==> config.mk <==
export PLATFORM = sky130hd
export DESIGN_NAME = coh_snoop_ctrl
export DESIGN_NICKNAME = d
export VERILOG_FILES = /design/src/rtl/coh_pkg.sv /design/src/rtl/coh_line_table.sv /design/src/rtl/coh_next_state.sv /design/src/rtl/coh_out_reg.sv /design/src/rtl/coh_snoop_ctrl.sv
export SDC_FILE = /design/constraint.sdc
export NUM_CORES = 1
export LEC_CHECK = 0
export BUFFER_PORTS_ARGS = -buffer_cell sky130_fd_sc_hd__buf_2
export CAP_MARGIN = 20
export CORE_MARGIN = 10
export CORE_UTILIZATION = 60
export DETAILED_ROUTE_END_ITERATION = 10
export PLACE_DENSITY_LB_ADDON = 0.3
export SETUP_SLACK_MARGIN = 0.4
export SYNTH_ARGS = -nofsm -noshare
export SYNTH_HDL_FRONTEND = slang
export SYNTH_SLANG_ARGS = --single-unit
==> constraint.sdc <==
create_clock -name clk -period 3.98 [get_ports clk]
set_input_delay 0.398 -clock clk [delete_from_list [all_inputs] [get_ports clk]]
set_output_delay 0.398 -clock clk [all_outputs]
set_load 0.01 [all_outputs]
==> src/rtl/coh_pkg.sv <==
package coh_pkg;

    typedef enum logic [2:0] {
        ST_INV = 3'd0,
        ST_SHR = 3'd1,
        ST_EXC = 3'd2,
        ST_MOD = 3'd3,
        ST_FWD = 3'd4
    } line_st_e;

    typedef enum logic [1:0] {
        OP_RD    = 2'd0,
        OP_WR    = 2'd1,
        OP_EVICT = 2'd2,
        OP_NONE  = 2'd3
    } cpu_op_e;

    typedef struct packed {
        logic ack;
        logic bus_rd;
        logic bus_rfo;
        logic wb;
        logic supply;
    } act_t;

endpackage

==> src/rtl/coh_line_table.sv <==
module coh_line_table
    import coh_pkg::*;
#(
    parameter int LINES = 8,
    localparam int LW   = $clog2(LINES)
) (
    input  logic            clk,
    input  logic            rst_n,
    input  logic            we,
    input  logic [LW-1:0]   wline,
    input  line_st_e        wstate,
    input  logic [LW-1:0]   acc_line,
    output line_st_e        acc_state,
    input  logic [LW-1:0]   look_line,
    output line_st_e        look_state,
    output line_st_e        st_o [LINES]
);

    line_st_e st_q [LINES];

    for (genvar g = 0; g < LINES; g++) begin : g_line
        always_ff @(posedge clk) begin
            if (!rst_n) begin
                st_q[g] <= ST_INV;
            end else if (we && (wline == LW'(g))) begin
                st_q[g] <= wstate;
            end
        end
        assign st_o[g] = st_q[g];
    end

    assign acc_state  = st_q[acc_line];
    assign look_state = st_q[look_line];

endmodule

==> src/rtl/coh_next_state.sv <==
module coh_next_state
    import coh_pkg::*;
(
    input  logic      is_snoop,
    input  logic      snp_rfo,
    input  cpu_op_e   op,
    input  line_st_e  cur,
    input  logic      shared,
    input  logic      fwd_en,
    output line_st_e  nxt,
    output act_t      act
);

    // State transition
    always_comb begin
        nxt = cur;
        if (is_snoop) begin
            if (snp_rfo) begin
                nxt = ST_INV;
            end else begin
                unique case (cur)
                    ST_MOD:  nxt = ST_SHR;
                    ST_EXC:  nxt = fwd_en ? ST_FWD : ST_SHR;
                    ST_FWD:  nxt = ST_SHR;
                    ST_SHR:  nxt = ST_SHR;
                    ST_INV:  nxt = ST_INV;
                    default: nxt = cur;
                endcase
            end
        end else begin
            unique case (op)
                OP_RD: begin
                    if (cur == ST_INV) begin
                        if (!shared)     nxt = ST_EXC;
                        else if (fwd_en) nxt = ST_FWD;
                        else             nxt = ST_SHR;
                    end
                end
                OP_WR:    nxt = ST_MOD;
                OP_EVICT: nxt = ST_INV;
                OP_NONE:  nxt = cur;
                default:  nxt = cur;
            endcase
        end
    end

    // Actions
    always_comb begin
        act = '0;
        if (is_snoop) begin
            act.wb = (cur == ST_MOD);
            if (!snp_rfo) begin
                act.supply = (cur inside {ST_MOD, ST_EXC, ST_FWD});
            end
        end else begin
            unique case (op)
                OP_RD: begin
                    act.ack    = 1'b1;
                    act.bus_rd = (cur == ST_INV);
                end
                OP_WR: begin
                    act.ack     = 1'b1;
                    act.bus_rfo = (cur inside {ST_INV, ST_SHR, ST_FWD});
                end
                OP_EVICT: begin
                    act.ack = 1'b1;
                    act.wb  = (cur == ST_MOD);
                end
                OP_NONE: act = '0;
                default: act = '0;
            endcase
        end
    end

endmodule

==> src/rtl/coh_out_reg.sv <==
module coh_out_reg
    import coh_pkg::*;
#(
    parameter int LW = 3
) (
    input  logic          clk,
    input  logic          rst_n,
    input  act_t          act_i,
    input  logic [LW-1:0] line_i,
    output act_t          act_q,
    output logic [LW-1:0] line_q
);

    always_ff @(posedge clk) begin
        if (!rst_n) begin
            act_q  <= '0;
            line_q <= '0;
        end else begin
            act_q  <= act_i;
            line_q <= line_i;
        end
    end

endmodule

==> src/rtl/coh_snoop_ctrl.sv <==
module coh_snoop_ctrl
    import coh_pkg::*;
#(
    parameter int LINES = 8,
    localparam int LW   = $clog2(LINES)
) (
    input  logic          clk,
    input  logic          rst_n,
    input  logic          fwd_en,
    input  logic          cpu_req,
    input  logic [1:0]    cpu_op,
    input  logic [LW-1:0] cpu_line,
    input  logic          fill_shared,
    output logic          cpu_ready,
    output logic          cpu_ack,
    input  logic          snp_req,
    input  logic          snp_rfo,
    input  logic [LW-1:0] snp_line,
    output logic          bus_req_valid,
    output logic          bus_req_rfo,
    output logic [LW-1:0] bus_req_line,
    output logic          wb_valid,
    output logic [LW-1:0] wb_line,
    output logic          supply_valid,
    output logic [LW-1:0] supply_line,
    input  logic [LW-1:0] look_line,
    output logic [2:0]    look_state
);

    line_st_e      line_st [LINES];
    line_st_e      cur_st;
    line_st_e      nxt_st;
    line_st_e      look_st;
    act_t          act_raw;
    act_t          act_gated;
    act_t          act_q;
    logic [LW-1:0] acc_line;
    logic [LW-1:0] line_q;
    logic          cpu_take;
    logic          tbl_we;
    cpu_op_e       op_e;

    assign op_e      = cpu_op_e'(cpu_op);
    assign cpu_take  = cpu_req && !snp_req && (op_e != OP_NONE);
    assign tbl_we    = snp_req || cpu_take;
    assign acc_line  = snp_req ? snp_line : cpu_line;
    assign cpu_ready = !snp_req;
    assign act_gated = tbl_we ? act_raw : '0;

    coh_line_table #(.LINES(LINES)) u_table (
        .clk        (clk),
        .rst_n      (rst_n),
        .we         (tbl_we),
        .wline      (acc_line),
        .wstate     (nxt_st),
        .acc_line   (acc_line),
        .acc_state  (cur_st),
        .look_line  (look_line),
        .look_state (look_st),
        .st_o       (line_st)
    );

    coh_next_state u_next (
        .is_snoop (snp_req),
        .snp_rfo  (snp_rfo),
        .op       (op_e),
        .cur      (cur_st),
        .shared   (fill_shared),
        .fwd_en   (fwd_en),
        .nxt      (nxt_st),
        .act      (act_raw)
    );

    coh_out_reg #(.LW(LW)) u_out (
        .clk    (clk),
        .rst_n  (rst_n),
        .act_i  (act_gated),
        .line_i (acc_line),
        .act_q  (act_q),
        .line_q (line_q)
    );

    assign cpu_ack       = act_q.ack;
    assign bus_req_valid = act_q.bus_rd || act_q.bus_rfo;
    assign bus_req_rfo   = act_q.bus_rfo;
    assign bus_req_line  = line_q;
    assign wb_valid      = act_q.wb;
    assign wb_line       = line_q;
    assign supply_valid  = act_q.supply;
    assign supply_line   = line_q;
    assign look_state    = look_st;

endmodule

Yosys cells after proc, flatten, opt, wreduce, memory -nomap -nowiden --
Memory sizes are Yosys's and may differ from the RTL's. Cells that the tools add are included.
Word-level totals: register bits 8, memory bits (writable) 24, bits of input ports 18, output and inout port bits 18, word-level logic and storage cells 105, memories 1
Memories:
- u_table.st_q | words 8, width 3, read ports 2, clocked after Yosys merged registers in 0, wr ports 8, line coh_line_table.sv:19 | line_st_e st_q [LINES];
Cells by class: equal/unequal tests 15, mux-type cells 45, bitwise logic cells 13, reduce and logical (&&, ||, !) cells 25
Operator list (count):
- $mux W3 | 14
- $mux W1 | 27
- $eq A3 B3 Y1 const B | 5
- $eq A3 B2 Y1 const B | 4
- $pmux W3 S4 | 1
- $reduce_or A4 Y1 | 3
- $logic_and A1 B1 Y1 | 10
- $pmux W3 S3 | 1
- $reduce_or A3 Y1 | 3
- $or A1 B1 Y1 | 8
- $eq A3 B1 Y1 const B | 2
- $logic_not A3 Y1 | 2
- $reduce_bool A3 Y1 | 2
- $not A1 Y1 | 5
- $eq A2 B2 Y1 const B | 2
- $eq A2 B1 Y1 const B | 1
- $logic_not A2 Y1 | 1
- $logic_or A1 B1 Y1 | 2
- $mux W2 | 1
- $ne A2 B2 Y1 const B | 1
- $pmux W1 S2 | 1
- $reduce_and A2 Y1 | 1
- $logic_not A1 Y1 | 1

Longest topological paths before layout --
word-level depth 9, mapped depth 8, depth with buffers taken out 7

Modules after synthesis --
A second synthesis with hierarchy kept.
Unflattened totals: cells, all modules 169, area total of the unflattened synthesis 1999.4 um2
By module, submodules not included:
- coh_line_table | times used 1, cells an instance 93, area an instance 1376.3 um2, seq. area each 720.7 um2
- coh_next_state | times used 1, cells an instance 35, area an instance 235.2 um2, seq. area each 0.0 um2
- coh_out_reg | times used 1, cells an instance 16, area an instance 210.2 um2, seq. area each 160.2 um2
- coh_snoop_ctrl | times used 1, cells an instance 25, area an instance 177.7 um2, seq. area each 0.0 um2

Worst setup path after synthesis --
No wires, ideal clock.
path type input-to-reg, from in snp_line[1], to mem u_table.st_q[4][2] (netlist name) (data pin), library setup time 0.271 ns, arrival 2.203 ns, required time 3.709 ns, slack 1.506 ns, cell stages on the path 8, path buffers 1, path through clkbuf_2 > mux2i_1 > inv_1 > mux4_2 > a32oi_4 > nand2_1 > a311oi_4 > nor3_1
RTL lines:
- start, declared | line coh_snoop_ctrl.sv:18 | input logic [LW-1:0] snp_line,
- end, declared | line coh_line_table.sv:19

==> results.toml <==
[clock_network]
cts_tree = "yes"
cts_buffers = 5
clk_pin_slew_ns = 0.10
postCtsSetupBuffers = 0
cts_sinks = 32
clock_latency_ns = 0.34
htree_levels = 2
ctsHoldBuffers = 0
ctsLongestPathBuffers = 2
ctsResizeCount = 0
clockRootBuffer = "clkbuf_4"

[critical_path]
worstPathArrival_ns = 3.02
crit_fanout = 23
start_kind = "input pin"
path_class = "input pin to flop"
reg2regPathDepth = 5
cp.required_ns = 4.06
endpoint_kind = "flop"

[drt]
first_iter_violations = 202
via_per_inst = 6.500
wl_um = 5068
wl_per_cell_um = 19.34
route.detailed.drc = 0
ant_nets = 0
vias = 1703
dr.pass1.iters = 7

[floorplanning]
initial_utilization_pct = 61.72
die_w_um = 78.59
die_h_um = 78.59
coreArea_um2 = 3337
ios = 36
floorplan.die_area_um2 = 6176
core.rowCount = 21

[sta]
max_freq_mhz = 340.1
final_hold_viol_count = 0
post-route-period-util_pct = 73.88
tightestPinTransition_ns = 0.7907
worst_slack_ns = 1.040
slew_headroom_pct = 47.04
setup-tns-final_ns = 0
slew_viol_final = 0
finalCriticalPeriod_ns = 2.940
grt_setup_unrepaired = "false"
setup_violations = 0
skew_ns = 0.01022

[pwr]
power.total_uw = 746.9
switching_power_uw = 229.7
leakagePower_nw = 0.8708
vdd_drop_max_mv = 0.1886
comb_power_share_pct = 24.7
intPower_uw = 517.2
p_sw_share_pct = 30.75
pwr-share-clk_pct = 23.5
seq_power_share_pct = 51.8
powerDensity_nw_per_um2 = 329.6

[finish]
multi_input_area_um2 = 1085
nFillCells = 270
diodes = 0
drive_gt1_share_pct = 30.56
seq_area_um2 = 880.8
fin_util_pct = 67.90
syn_to_final_growth_pct = 10.02
fin_nets = 233

[logic_synthesis]
synth_top_family_by_area = "simple AND/OR/NAND/NOR gates"
avgSynthCellArea_um2 = 11.07
ys_warn_count = 0
synthMuxAreaShare_pct = 13.97
yosys.cell_types.count = 50
ys_seq_area_share_pct = 42.77
synth_fa_ha_area_share_pct = 0
synth_edf_count = 24
synthFlopType = "edfxtp_1"
syn_area_um2 = 2059
synth-simple-area-share_pct = 21.20
async_reset_ff_share_pct = 0
synth_compound_area_share_pct = 17.50
synth-seq-cells = 32
netlist_instances = 186
synth_xor_area_share_pct = 0
synth_nets = 204

[outcome]
status = "completed"

[flow_run]
drv_cap = 0

[global_route]
antenna_found_initial = 0
grt-ovfl-total = 0
grt_usage_pct = 16.76
grt_pass1_vias = 1679
grt_max_degree = 24
grt_pass1_wl_um = 8314

[placed_design]
place_ws_ns = 0.7365
numPortBuffers = 35
gp_congestion = 0.9500
hpwlAfterDp_um = 3953

[worst_hold_path]
hold_path.class = "input pin to flop"
whs_path_depth = 2
-- critical path, cell delays in order --
cell	delay (ns)
buf_2	0.39
mux2i_1	0.54
inv_1	0.16
mux4_2	0.36
a32oi_4	0.31
nand2_1	0.19
a311oi_4	0.56
nor3_1	0.10
-- sequential cells by signal (all words and copies together) (netlist names) --
signal        count
u_out.line_q      3
u_table.st_q     24
u_out.act_q       5
-- kinds of logic (layout without fill, tap and decap cells) --
group	count (synthesis)	count (layout)
buffers and inverters	17	47
and+or+nand+nor	79	79
DFF	32	32
muxes	19	19
AOI/OAI and AO/OA	39	39
-- final timing paths --
path	end	slack, ns	from
max	u_table.st_q[7][2]	1.04	snp_req
min	u_out.act_q[3]	0.29	cpu_op[0]
max reg2reg	u_table.st_q[7][2]	1.59	u_table.st_q[4][1]
min reg2reg	u_out.act_q[2]	0.91	u_table.st_q[6][1]
-- metal layers --
metal	up-vias	global-route usage [%]	share of wire (%)
li1	773	-	-
met1	819	20.29	39
met2	95	26.48	48
met3	16	5.695	11
met4	0	7.348	2.2
met5	-	0	0
-- cell usage in the layout (no fill, tap or decap), types with 3 or more instances in the layout --
cell type and instances:
and2b_1 3, edfxtp_1 24, mux2i_1 6, nand2_1 10, mux4_2 7, nor3b_1 5, nor3_1 10, dfxtp_1 8
nand2b_1 5, inv_1 3, nor2_1 17, a31oi_1 3, a21oi_1 5, nor4_1 5, buf_2 35, nor2b_1 8
mux2_2 5, clkbuf_4 5, o21ai_0 10, and3_1 3
-- power groups by stage --
stage / Sequential [mW] / Combinational (mW) / Clock [mW]
3_5_place_dp: 0.394 / 0.182 / 0
2_1_floorplan: 0.391 / 0.133 / 0
3_3_place_gp: 0.393 / 0.178 / 0
6_report: 0.387 / 0.185 / 0.175
4_1_cts: 0.386 / 0.182 / 0.180
5_1_grt: 0.388 / 0.199 / 0.195
-- cells in the mapped netlist (2+ instances only) --
master	number	area, µm²
nor2b_1	8	50.05
inv_1	3	11.26
and3_1	3	18.77
nand2b_1	5	31.28
edfxtp_1	24	720.7
a31oi_1	3	18.77
a32oi_4	2	55.05
mux4_2	7	157.7
a21oi_1	5	25.02
and2_1	2	12.51
nor3b_1	5	37.54
dfxtp_1	8	160.2
o32a_1	2	20.02
o21ai_0	10	50.05
nand3_1	2	10.01
clkbuf_2	2	10.01
nor4b_1	2	17.52
mux2_2	5	56.30
a221o_1	2	20.02
clkbuf_1	2	7.510
and2b_1	3	22.52
nand2_1	10	37.54
a22oi_1	2	15.01
a21o_1	2	15.01
nor3_1	10	50.05
nor4_1	5	31.28
buf_4	7	52.55
or2_2	2	12.51
nor2_1	17	63.81
mux2i_1	6	60.06
-- cell type report --
class	instances	share of cell area (%)
multi-input cells	137	47.87
clock buffers	6	1.822
flip-flops and latches	32	38.87
well taps	46	2.540
inverters	4	0.6626
clock inverters	2	0.4970
repair buffers	35	7.731
-- through the flow --
step | cells | instance area, µm² | hold WS [ns]
after floorplan | 186 | 2059 | 0.4747
after global placement | 254 | 2213 | 0.6561
after detailed placement | 254 | 2213 | 0.6532
after CTS | 262 | 2266 | 0.2892
after global routing | 262 | 2266 | 0.3049
final | 262 | 2266 | 0.2921
(Power assumes the default switching activity.)
